$ cat config.mk
export PLATFORM = sky130hd
export DESIGN_NAME = oc_pin_channel
export DESIGN_NICKNAME = d
export VERILOG_FILES = /design/src/rtl/oc_pkg.sv /design/src/rtl/oc_free_counter.sv /design/src/rtl/oc_regs.sv /design/src/rtl/oc_compare_unit.sv /design/src/rtl/oc_pin_channel.sv
export SDC_FILE = /design/constraint.sdc
export NUM_CORES = 1
export LEC_CHECK = 0
export CELL_PAD_IN_SITES_DETAIL_PLACEMENT = 1
export CELL_PAD_IN_SITES_GLOBAL_PLACEMENT = 1
export CORE_MARGIN = 1.5
export CORE_UTILIZATION = 43
export CTS_BUF_LIST = sky130_fd_sc_hd__clkbuf_2
export CTS_CLUSTER_DIAMETER = 200
export DETAILED_ROUTE_END_ITERATION = 10
export PLACE_DENSITY = 0.91
export SYNTH_ARGS = -nofsm -noshare
export SYNTH_HDL_FRONTEND = slang
export SYNTH_HIERARCHICAL = 1
export SYNTH_SLANG_ARGS = --single-unit
$ cat constraint.sdc
create_clock -name clk -period 1.6 [get_ports clk]
set_input_delay 0.24 -clock clk [delete_from_list [all_inputs] [get_ports clk]]
set_output_delay 0.24 -clock clk [all_outputs]
set_load 0.02 [all_outputs]
$ cat src/rtl/oc_pkg.sv
package oc_pkg;

  typedef enum logic [1:0] {
    OC_HOLD   = 2'b00,
    OC_TOGGLE = 2'b01,
    OC_CLEAR  = 2'b10,
    OC_SET    = 2'b11
  } oc_mode_e;

  // control register image, bit 4 down to bit 0
  typedef struct packed {
    logic     detach;
    oc_mode_e mode;
    logic     irq_en;
    logic     oc_sel;
  } oc_ctrl_t;

  localparam int CTRL_W = $bits(oc_ctrl_t);

  localparam logic [2:0] ADDR_CTRL = 3'd0;
  localparam logic [2:0] ADDR_CMP  = 3'd1;
  localparam logic [2:0] ADDR_PORT = 3'd2;
  localparam logic [2:0] ADDR_STAT = 3'd3;
  localparam logic [2:0] ADDR_CNT  = 3'd4;

  // level of the channel output after an event with the given action
  function automatic logic oc_next_level(oc_mode_e m, logic cur);
    case (m)
      OC_TOGGLE: return ~cur;
      OC_CLEAR:  return 1'b0;
      OC_SET:    return 1'b1;
      default:   return cur;
    endcase
  endfunction

  // who drives the pin: 1 = compare logic, 0 = port latch
  function automatic logic oc_owns_pin(oc_ctrl_t c);
    return c.oc_sel & ~c.detach;
  endfunction

endpackage

$ cat src/rtl/oc_free_counter.sv
module oc_free_counter #(
  parameter int CNT_W = 16
) (
  input  logic             clk,
  input  logic             rst_n,
  output logic [CNT_W-1:0] count
);

  localparam logic [CNT_W-1:0] STEP = CNT_W'(1);

  always_ff @(posedge clk or negedge rst_n) begin
    if (!rst_n) count <= '0;
    else        count <= count + STEP;
  end


  cnt_step_chk: assert property (@(posedge clk) disable iff (!rst_n)
    1'b1 |=> count == CNT_W'($past(count) + STEP));

endmodule

$ cat src/rtl/oc_regs.sv
module oc_regs
  import oc_pkg::*;
#(
  parameter int CNT_W  = 16,
  parameter int ADDR_W = 3
) (
  input  logic              clk,
  input  logic              rst_n,
  input  logic              wr_en,
  input  logic [ADDR_W-1:0] addr,
  input  logic [CNT_W-1:0]  wdata,
  input  logic              match_evt,
  input  logic [CNT_W-1:0]  count,
  output oc_ctrl_t          ctrl,
  output logic [CNT_W-1:0]  cmp_val,
  output logic              port_bit,
  output logic              flag,
  output logic [CNT_W-1:0]  rdata
);

  logic wr_ctrl, wr_cmp, wr_port, flag_clr;

  assign wr_ctrl  = wr_en && (addr == ADDR_W'(ADDR_CTRL));
  assign wr_cmp   = wr_en && (addr == ADDR_W'(ADDR_CMP));
  assign wr_port  = wr_en && (addr == ADDR_W'(ADDR_PORT));
  assign flag_clr = wr_en && (addr == ADDR_W'(ADDR_STAT)) && wdata[0];

  always_ff @(posedge clk or negedge rst_n) begin
    if (!rst_n) begin
      ctrl     <= '0;
      cmp_val  <= '0;
      port_bit <= 1'b0;
    end else begin
      if (wr_ctrl) ctrl     <= oc_ctrl_t'(wdata[CTRL_W-1:0]);
      if (wr_cmp)  cmp_val  <= wdata;
      if (wr_port) port_bit <= wdata[0];
    end
  end

  // a match on the same edge as a clear wins
  always_ff @(posedge clk or negedge rst_n) begin
    if (!rst_n)         flag <= 1'b0;
    else if (match_evt) flag <= 1'b1;
    else if (flag_clr)  flag <= 1'b0;
  end

  always_comb begin
    case (addr)
      ADDR_W'(ADDR_CTRL): rdata = CNT_W'(ctrl);
      ADDR_W'(ADDR_CMP):  rdata = cmp_val;
      ADDR_W'(ADDR_PORT): rdata = CNT_W'(port_bit);
      ADDR_W'(ADDR_STAT): rdata = CNT_W'(flag);
      ADDR_W'(ADDR_CNT):  rdata = count;
      default:            rdata = '0;
    endcase
  end


  flag_set_chk: assert property (@(posedge clk) disable iff (!rst_n)
    match_evt |=> flag);


  flag_clr_chk: assert property (@(posedge clk) disable iff (!rst_n)
    (flag_clr && !match_evt) |=> !flag);


  flag_hold_chk: assert property (@(posedge clk) disable iff (!rst_n)
    (!flag_clr && !match_evt) |=> $stable(flag));

endmodule

$ cat src/rtl/oc_compare_unit.sv
module oc_compare_unit
  import oc_pkg::*;
#(
  parameter int CNT_W = 16
) (
  input  logic             clk,
  input  logic             rst_n,
  input  logic [CNT_W-1:0] count,
  input  logic [CNT_W-1:0] cmp_val,
  input  oc_ctrl_t         ctrl,
  output logic             match_evt,
  output logic             oc_level
);

  logic cnt_eq;

  assign cnt_eq    = (count == cmp_val);
  assign match_evt = ctrl.oc_sel & cnt_eq;

  always_ff @(posedge clk or negedge rst_n) begin
    if (!rst_n)         oc_level <= 1'b0;
    else if (match_evt) oc_level <= oc_next_level(ctrl.mode, oc_level);
  end


  toggle_chk: assert property (@(posedge clk) disable iff (!rst_n)
    (match_evt && ctrl.mode == OC_TOGGLE) |=> oc_level != $past(oc_level));


  set_chk: assert property (@(posedge clk) disable iff (!rst_n)
    (match_evt && ctrl.mode == OC_SET) |=> oc_level);


  clear_chk: assert property (@(posedge clk) disable iff (!rst_n)
    (match_evt && ctrl.mode == OC_CLEAR) |=> !oc_level);


  hold_chk: assert property (@(posedge clk) disable iff (!rst_n)
    (!match_evt || ctrl.mode == OC_HOLD) |=> $stable(oc_level));

endmodule

$ cat src/rtl/oc_pin_channel.sv
module oc_pin_channel
  import oc_pkg::*;
#(
  parameter int CNT_W  = 16,
  parameter int ADDR_W = 3
) (
  input  logic              clk,
  input  logic              rst_n,
  input  logic              bus_wr,
  input  logic [ADDR_W-1:0] bus_addr,
  input  logic [CNT_W-1:0]  bus_wdata,
  output logic [CNT_W-1:0]  bus_rdata,
  output logic              pin_out,
  output logic              irq
);

  logic [CNT_W-1:0] count;
  logic [CNT_W-1:0] cmp_val;
  oc_ctrl_t         ctrl;
  logic             port_bit;
  logic             flag;
  logic             match_evt;
  logic             oc_level;
  logic             timer_owns;

  oc_free_counter #(.CNT_W(CNT_W)) u_cnt (
    .clk   (clk),
    .rst_n (rst_n),
    .count (count)
  );

  oc_regs #(.CNT_W(CNT_W), .ADDR_W(ADDR_W)) u_regs (
    .clk       (clk),
    .rst_n     (rst_n),
    .wr_en     (bus_wr),
    .addr      (bus_addr),
    .wdata     (bus_wdata),
    .match_evt (match_evt),
    .count     (count),
    .ctrl      (ctrl),
    .cmp_val   (cmp_val),
    .port_bit  (port_bit),
    .flag      (flag),
    .rdata     (bus_rdata)
  );

  oc_compare_unit #(.CNT_W(CNT_W)) u_cmp (
    .clk       (clk),
    .rst_n     (rst_n),
    .count     (count),
    .cmp_val   (cmp_val),
    .ctrl      (ctrl),
    .match_evt (match_evt),
    .oc_level  (oc_level)
  );

  assign timer_owns = oc_owns_pin(ctrl);
  assign pin_out    = timer_owns ? oc_level : port_bit;
  assign irq        = flag & ctrl.irq_en;


  no_match_when_off_chk: assert property (@(posedge clk) disable iff (!rst_n)
    !ctrl.oc_sel |-> !match_evt);


  irq_needs_flag_chk: assert property (@(posedge clk) disable iff (!rst_n)
    irq |-> flag);


  detached_pin_chk: assert property (@(posedge clk) disable iff (!rst_n)
    ctrl.detach |-> pin_out == port_bit);

endmodule

==> metrics, run 1 <==
fin crit share 110%; height of the die 75.4 um; maxcap violations 0; clock buffer depth 2; vias in the first global route 2178; critical path arrival 1520 ps; worst hold margin 311 ps; Int Pwr 0.00168 W; n_diodes 0; mapped cell area 2250 sq um; clock latency on the worst-skew pair 410 ps; Fill cells 541; HP Class primary input to asynchronous set/reset pin; ANT nets after route 0; CP startpoint u_cnt/count[0]; critical path data required time 1360 ps; initial drt markers 110; Synth Register Bits 40; crit start category register; worst r2r path cells 6; core area 5070 sq um; Clk pwr share 17.0%; Max-slew headroom 71.6%; CTS tree built; synth top area cells dfrtp_1 (44%), mux2_4 (7.3%), xnor2_1 (6.6%); Comb power frac 31.7%; Total GRT Usage 29.3%; setup slack, reg-to-reg -130 ps; ys flop type dfrtp_1; switch share 32.9%; Synth Warn # 6; initial antenna violation count 0; Setup violations, final 7; Initial Util 44.4%; largest net degree at the start of global routing 41; max-slew violations 0; # nets final 300; final wirelength 8.06 mm; Area Growth Syn to Fin 43.3%; Pwr Density 772 nW/um^2; Num Clock Sinks 40; status finished, violations left; Reg area 1010 sq um; CP endpoint kind output port; Final Hold Vio Count 0; Tightest Pin Transition 420 ps; DRC Markers 0; Mapped Cells 193; f_max 570 MHz; CTS Buf Count 5; gp weighted congestion 0.796; maximum vdd drop 0.450 mV; Congestion Overflow GR 0; post-synth top area cell dfrtp_1; mean number of vias per cell 5.55; sequential fraction of the synthesis area 44.4%; P_sw 0.000820 W; Netlist cell types 36; post-route setup slack -155 ps; Syn Area/Cell 11.7 sq um; routed wire length per instance 23.2 um; ys async rst share 100%; total number of vias 1927; share of cells above drive strength 1 50.5%; post-route minimum period 1760 ps; Root Buffer clkbuf_2; RR Startpoint u_cnt/count[1]; worst-path maximum fanout 2; Seq pwr share 51.3%; Rows 26; clk_skew 25.0 ps; Buffers on Ports 39; RSZ-0062 raised after global routing yes; Setup WS pre-CTS -861 ps; Worst-path clk slew 210 ps; Post-synth EDFFs 0; Die ar. 5690 sq um; failing checks negative setup slack; global-route wire length before repair 11.7 mm; WS Path Type register to output port; Pleak 1.48 nW; Ports 40; dpl hpwl 5.11 mm; r2r endpoint u_cmp/oc_level; drt pass-1 iters 4; Synth top area share 44.4%; Mapped Nets 216; die extent in x 75.4 um; Multi-input gate area 1370 sq um; H-tree depth 2
## per-layer routing
metal | track usage, % | vias up | part of all wire [%] | wire, um
li1 | - | 849 | - | -
met1 | 31.9 | 992 | 38 | 3060
met2 | 53.9 | 55 | 54 | 4360
met3 | 4.76 | 31 | 3.0 | 239
met4 | 16.5 | 0 | 5.0 | 400
met5 | 0 | - | 0 | 0
## how the worst max path moves through the flow
stage                         to  depth (start not counted)
global route        bus_rdata[0]                          4
CTS                 bus_rdata[2]                          4
detailed placement  bus_rdata[2]                          6
global placement    bus_rdata[2]                          6
floorplan           bus_rdata[1]                          6
finish              bus_rdata[0]                          4
## cell type report
class	count	area share [%]
clock buffer	5	0.775
timing repair buffer	86	22.2
sequential	40	31.1
clock inverter	2	0.232
inverter	4	0.465
tap	70	2.71
multi-input combinational	140	42.4
## synth_stat cells, types with 2 or more instances
cell type,n
dfrtp_1,40
xnor2_1,17
nor2_1,14
mux2_2,13
xor2_1,13
a22oi_1,12
mux2_4,11
nand2_1,9
nand3_1,6
nand4_1,6
a21oi_1,5
nor3_1,5
nor4_2,5
inv_1,4
mux2i_1,4
or2_2,4
buf_2,3
buf_4,2
buf_6,2
nor2b_1,2
## flip-flops by register name (all words and copies together) (netlist names)
name / count
u_regs/port_bit: 1
u_cmp/oc_level: 1
u_cnt/count: 16
u_regs/ctrl: 5
u_regs/flag: 1
u_regs/cmp_val: 16
## placed cells by master, fill, tap and decap left out, types with 4 or more instances in the layout
| cell type | instances |
|---|---|
| mux2_2 | 12 |
| a22oi_1 | 4 |
| dfrtp_2 | 4 |
| clkbuf_2 | 6 |
| nand3_1 | 5 |
| nor2_1 | 14 |
| xnor2_1 | 13 |
| buf_6 | 11 |
| nand2_1 | 8 |
| inv_1 | 4 |
| dfrtp_1 | 36 |
| buf_2 | 13 |
| nand4_1 | 6 |
| xor2_1 | 13 |
| a22oi_2 | 8 |
| clkdlybuf4s50_1 | 17 |
| buf_4 | 40 |
| mux2i_1 | 4 |
| or2_4 | 4 |
| xnor2_2 | 4 |
| mux2_4 | 12 |
## through the flow
step | std cells | TNS [ps] | instance area [sq um] | util [%] | power [W]
after floorplan | 193 | 0 | 2250 | - | 0.00163
after global placement | 327 | -19290 | 2920 | 57.5 | 0.00190
after detailed placement | 327 | -22710 | 2920 | 57.5 | 0.00194
after CTS | 342 | -593 | 3140 | 61.8 | 0.00242
after global routing | 347 | -1130 | 3230 | 63.7 | 0.00258
final | 347 | -711 | 3230 | 63.7 | 0.00250
## logic make-up (layout without fill, tap and decap cells)
logic type               Yosys count  after routing  share of synthesized area (%)
AO/OA/AOI/OAI                     22             22                           6.60
XOR/XNOR                          30             30                           11.7
AND/OR/NAND/NOR                   59             59                           17.1
adder cells (fa/ha/maj)            1              1                          0.555
buffers and inverters             13             97                           4.05
flip-flops                        40             40                           44.4
multiplexers                      28             28                           15.6
## power groups by stage
stage / clock (W) / combinational [W] / sequential, W
2_1_floorplan: 0 / 0.000394 / 0.00124
3_3_place_gp: 0 / 0.000634 / 0.00126
3_5_place_dp: 0 / 0.000668 / 0.00128
4_1_cts: 0.000429 / 0.000721 / 0.00127
5_1_grt: 0.000458 / 0.000827 / 0.00130
6_report: 0.000423 / 0.000791 / 0.00128
## repair_timing
| item | CTS | global route |
|---|---|---|
| pin swaps | 9 | 8 |
| setup buffers | 7 | 5 |
| setup endpoints to repair | 36 | 26 |
| endpoints found under the hold margin | 40 | 0 |
| hold buffers | 1 | 0 |
| resized for setup | 107 | 39 |
## critical path, cell delays in order, from the launching register on
cell and delay [ps]:
dfrtp_1 450, buf_4 140, a22oi_1 240, o22ai_2 130, buf_6 140
No activity file was read; power rests on OpenSTA's default activity.
==> run 2, diff against run 1 <==
PLACE_DENSITY = unset   (was 0.91)
PLACE_DENSITY_LB_ADDON = 0.08   (was unset)
==> run 2 against run 1 <==
Compared with the run above:
- flip-flop and latch count did not move
- total power fell by 1.3%
- fmax rose by 0.72%
- final area fell by 1.8%
- die area did not move
- utilization fell by 1.1 points
- wire length fell by 20%
- the flow still finishes with violations (negative setup slack)
- largest cell class unchanged
- largest power group unchanged
- hold slack got worse by 2.7 ps
==> metrics, run 2 (synthesis gave the netlist of run 1 again) <==
Largest regs u_cnt/count (16), u_regs/cmp_val (16), u_regs/ctrl (5); post-route minimum period 1740 ps (-12.6 ps); total number of vias 1844 (-4.3%); clock buffer depth 2 (unchanged); worst hold margin 308 ps (-2.74 ps); Rows 26 (unchanged); worst-path maximum fanout 2 (unchanged); Setup violations, final 6 (-1); WS Path Type register to output port; ANT nets after route 0 (unchanged); Die ar. 5690 sq um (unchanged); post-route setup slack -143 ps (+12.6 ps); Tightest Pin Transition 487 ps (+67.2 ps); CP bufs+invs 1 (-1); CTS tree built; final wirelength 6.45 mm (-20%); H-tree depth 2 (unchanged); Initial Util 44.4% (unchanged); mean number of vias per cell 5.27 (-5.1%); Total GRT Usage 24.6% (-4.8 points); Seq pwr share 51.3% (about the same); Root Buffer clkbuf_2; CTS Buf Count 5 (unchanged); Pwr Density 777 nW/um^2 (+0.53%); Clk pwr share 17.6% (+0.6 points); status finished, violations left; Final Hold Vio Count 0 (unchanged); drt pass-1 iters 4 (unchanged); maximum vdd drop 0.485 mV (+7.9%); die extent in x 75.4 um (unchanged); Pleak 1.44 nW (-2.8%); Finished Cell Area 3170 sq um (-1.8%); maxcap violations 0 (unchanged); CP endpoint kind output port; fin crit share 109% (-0.79 points); failing checks negative setup slack; Critical-path top delay cell dfrtp_1; Int Pwr 0.00170 W (+1.4%); dpl hpwl 4.51 mm (-12%); commonest non-fill, non-tap cells in the layout buf_4 (47), dfrtp_1 (36), clkdlybuf4s50_1 (17); max-slew violations 0 (unchanged); RSZ-0062 raised after global routing yes; n_diodes 0 (unchanged); largest net degree at the start of global routing 22 (-46%); Num Clock Sinks 40 (unchanged); routed wire length per instance 18.4 um (-21%); critical path data required time 1360 ps (about the same); Ports 40 (unchanged); clk_skew 13.2 ps (-11.8 ps); critical path's largest stage delay 440 ps (about the same); switch share 31.1% (-1.8 points); height of the die 75.4 um (unchanged); share of cells above drive strength 1 46.8% (-3.8 points); Area after DPL 2940 sq um (+0.77%); Placed Cells 330 (+0.92%); f_max 574 MHz (+0.72%); # nets final 303 (+1.0%); Buffers on Ports 39 (unchanged); clock latency on the worst-skew pair 390 ps (-20 ps); HP Class primary input to asynchronous set/reset pin; Final Util 62.5% (-1.1 points); crit start category register; Crit path max-delay family flip-flops; initial antenna violation count 0 (unchanged); critical-path cell list mux2_4, a21oi_4, o22ai_2, buf_6; P_sw 0.000765 W (-6.7%); Comb power frac 31.1% (-0.6 points); Max-slew headroom 67.6% (-4.1 points); most common cell after layout, fill and taps aside buf_4; Worst-path clk slew 190 ps (-20 ps); critical path arrival 1500 ps (-20 ps); gp weighted congestion 0.883 (+11%); Congestion Overflow GR 0 (unchanged); global-route wire length before repair 10.1 mm (-13%); count of non-filler cells in the finished layout 350 (+0.86%); Area Growth Syn to Fin 40.7%; core area 5070 sq um (unchanged); vias in the first global route 1985 (-8.9%); DRC Markers 0 (unchanged); total power 0.00246 W (-1.3%); initial drt markers 70 (-36%)
## run 2: final timing paths
path,from,slack (ps),depth (start not counted),end
max,u_regs/port_bit,-140,4,bus_rdata[0]
min,rst_n,310,2,u_regs/ctrl[1]
max reg2reg,u_cnt/count[3],30,6,u_cmp/oc_level
min reg2reg,u_cnt/count[15],530,1,u_cnt/count[15]
max in group asynchronous,rst_n,800,3,u_regs/cmp_val[8]
min in group clk,bus_wdata[9],440,2,u_regs/cmp_val[9]
## run 2: metal layers
metal	GRT usage [%]	part of all wire (%)	routed length, um	vias up
li1	-	-	-	856
met1	30.9	43	2750	933
met2	42.8	52	3360	46
met3	5.03	3.8	246	9
met4	7.14	1.4	91	0
met5	0	0	0	-
## run 2: per-stage QoR
stage / worst slack [ps] / TNS (ps)
2_1_floorplan: 103 / 0
3_3_place_gp: -681 / -18190
3_5_place_dp: -771 / -19640
4_1_cts: -138 / -518
5_1_grt: -223 / -962
6_report: -143 / -356
## run 2: worst register-to-register path, stage by stage (launching register included)
cell	delay, ps
dfrtp_1	460
buf_6	150
xnor2_2	110
nand4_1	150
nor4_4	340
and2_4	210
a21oi_2	50
## run 2: area by class of cell
type | count | area (sq um)
timing repair buffer | 89 | 748
multi-input combinational | 140 | 1280
sequential | 40 | 1010
tap | 70 | 87.6
clock buffer | 6 | 30.0
clock inverter | 1 | 5.00
inverter | 4 | 15.0
fill | 569 | 1900
## run 2: timing repair
action | in CTS | in global routing
hold buffers | 1 | 0
pin swaps | 7 | 7
gates resized for setup | 102 | 20
setup buffers | 4 | 10
hold endpoints to repair | 19 | 0
setup endpoints to repair | 20 | 17
## run 2: power groups by stage
stage	combinational [W]	sequential [W]	clock [W]
final	0.000767	0.00126	0.000434
after detailed placement	0.000657	0.00128	0
after floorplan	0.000394	0.00124	0
after global routing	0.000823	0.00128	0.000497
after CTS	0.000690	0.00126	0.000459
after global placement	0.000638	0.00127	0
==> run 3, diff against run 2 <==
CAP_MARGIN = 20   (was unset)
PLACE_DENSITY_LB_ADDON = 0.1   (was 0.08)
SLEW_MARGIN = 20   (was unset)
==> run 3 against run 2 <==
Compared with the run above:
- the run still ends with negative setup slack left
- flip-flop and latch count unchanged
- fmax is 0.66% higher
- non-clock buffer count grew 1
- global-route usage is 0.17 points lower
- die area did not move
- worst setup slack better by 11 ps
- critical path type unchanged
- largest cell class unchanged
==> metrics, run 3 (synthesis gave the netlist of run 1 again) <==
CTS tree built; routed wire length per instance 19.3 um (+4.9%); fin crit share 108% (-0.71 points); status finished, violations left; f_max 578 MHz (+0.66%); H-tree depth 2 (unchanged); maxcap violations 0 (unchanged); Worst-path clk slew 200 ps (about the same); setup slack, reg-to-reg -70 ps (-100 ps); largest net degree at the start of global routing 22 (unchanged); Die ar. 5690 sq um (unchanged); gp weighted congestion 0.825 (-6.5%); Total GRT Usage 24.4% (-0.17 points); critical-path cell list mux2_4, a21oi_4, o22ai_2, buf_6; Critical-path top delay cell dfrtp_1; height of the die 75.4 um (unchanged); initial antenna violation count 0 (unchanged); clk_skew 4.61 ps (-8.55 ps); Initial Util 44.4% (unchanged); initial drt markers 78 (+11%); mean number of vias per cell 5.30 (+0.62%); Rows 26 (unchanged); total number of vias 1866 (+1.2%); Pwr Density 785 nW/um^2 (+1.1%); Tightest Pin Transition 533 ps (+46.2 ps); maximum vdd drop 0.472 mV (-2.7%); Multi-input gate area 1290 sq um (+0.98%); Max-slew headroom 64.5% (-3.1 points); global-route wire length before repair 9.98 mm (-1.0%); Fill cells 548 (-3.7%); most common cell after layout, fill and taps aside buf_4; DRC Markers 0 (unchanged); crit start category register; final wirelength 6.80 mm (+5.5%); max-slew violations 0 (unchanged); Placed Cells 327 (-0.91%); Setup violations, final 8 (+2); critical path data required time 1360 ps (about the same); Congestion Overflow GR 0 (unchanged); Final Hold Vio Count 0 (unchanged); Largest regs u_cnt/count (16), u_regs/cmp_val (16), u_regs/ctrl (5); worst-path maximum fanout 2 (unchanged); post-route minimum period 1730 ps (-11.4 ps); clock latency on the worst-skew pair 400 ps (about the same); WS Path Type register to output port; drt pass-1 iters 4 (unchanged); critical path arrival 1490 ps (about the same); Num Clock Sinks 40 (unchanged); dpl hpwl 4.53 mm (+0.49%); Area after DPL 2920 sq um (-0.77%); worst r2r path cells 6 (unchanged); post-route setup slack -132 ps (+11.4 ps); HP Class primary input to asynchronous set/reset pin; share of cells above drive strength 1 50.7% (+3.9 points); clock buffer depth 2 (unchanged); Buffers on Ports 39 (unchanged); Ports 40 (unchanged); die extent in x 75.4 um (unchanged); n_diodes 0 (unchanged); ANT nets after route 0 (unchanged); CTS Buf Count 5 (unchanged); critical path's largest stage delay 430 ps (about the same); # nets final 304 (+0.33%); Area Growth Syn to Fin 41.8%; commonest non-fill, non-tap cells in the layout buf_4 (50), dfrtp_1 (32), clkdlybuf4s50_1 (17); count of non-filler cells in the finished layout 352 (+0.57%); Finished Cell Area 3200 sq um (+0.75%); Pleak 1.44 nW (about the same); CP endpoint kind output port; vias in the first global route 1972 (-0.65%); Root Buffer clkbuf_2; core area 5070 sq um (unchanged); RSZ-0062 raised after global routing yes; failing checks negative setup slack; Reg area 1010 sq um (+0.50%)
-- run 3: critical path: cells and delay by family, from the launching register on --
family | cells | cell delay (ps)
compound gates | 2 | 240
mux | 1 | 290
flops | 1 | 430
buf+inv | 1 | 140
-- run 3: repair_timing --
| action | 4_1_cts | 5_1_grt |
|---|---|---|
| gates cloned | 1 | 0 |
| hold buffers | 1 | 0 |
| gates resized for setup | 107 | 31 |
| pin swaps | 6 | 11 |
| setup buffers | 3 | 13 |
| endpoints found under the setup margin | 36 | 22 |
| endpoints found under the hold margin | 19 | 0 |
-- run 3: worst paths after layout --
path                                  from                 to
min reg2reg                u_cnt/count[15]    u_cnt/count[15]
max                        u_regs/port_bit       bus_rdata[0]
max reg2reg                 u_cnt/count[1]     u_cmp/oc_level
max in group asynchronous            rst_n    u_cnt/count[13]
min in group clk               bus_addr[0]    u_regs/port_bit
min                                  rst_n  u_regs/cmp_val[2]
-- run 3: report_power, final --
group | total, W | switching (W) | internal [W]
combinational | 0.000806 | 0.000326 | 0.000480
clock | 0.000436 | 0.000338 | 0.0000981
sequential | 0.00127 | 0.000132 | 0.00114
total | 0.00251 | 0.000795 | 0.00171
-- run 3: area by class of cell --
type,count,area share [%]
inverters,4,0.470
flip-flops and latches,40,31.6
clock buffers,5,0.783
well taps,70,2.74
clock inverters,3,0.431
multi-input cells,140,40.5
repair buffers,90,23.5
-- run 3: metrics by stage --
step	utilization (%)	power [W]	hold slack, ps	setup TNS [ps]	setup slack [ps]
after floorplan	-	0.00163	-55.6	0	103
final	63.0	0.00251	334	-508	-132
after global placement	57.5	0.00191	234	-20090	-699
after detailed placement	57.5	0.00193	240	-21480	-731
after CTS	59.5	0.00244	316	-426	-115
after global routing	63.0	0.00265	317	-1390	-219
-- run 3: layer usage --
metal / track usage [%] / wire length [um] / vias up
met5: 0 / 0 / -
met4: 6.75 / 192 / 0
met3: 5.29 / 253 / 21
met2: 44.2 / 3570 / 48
met1: 29.1 / 2780 / 942
li1: - / - / 855
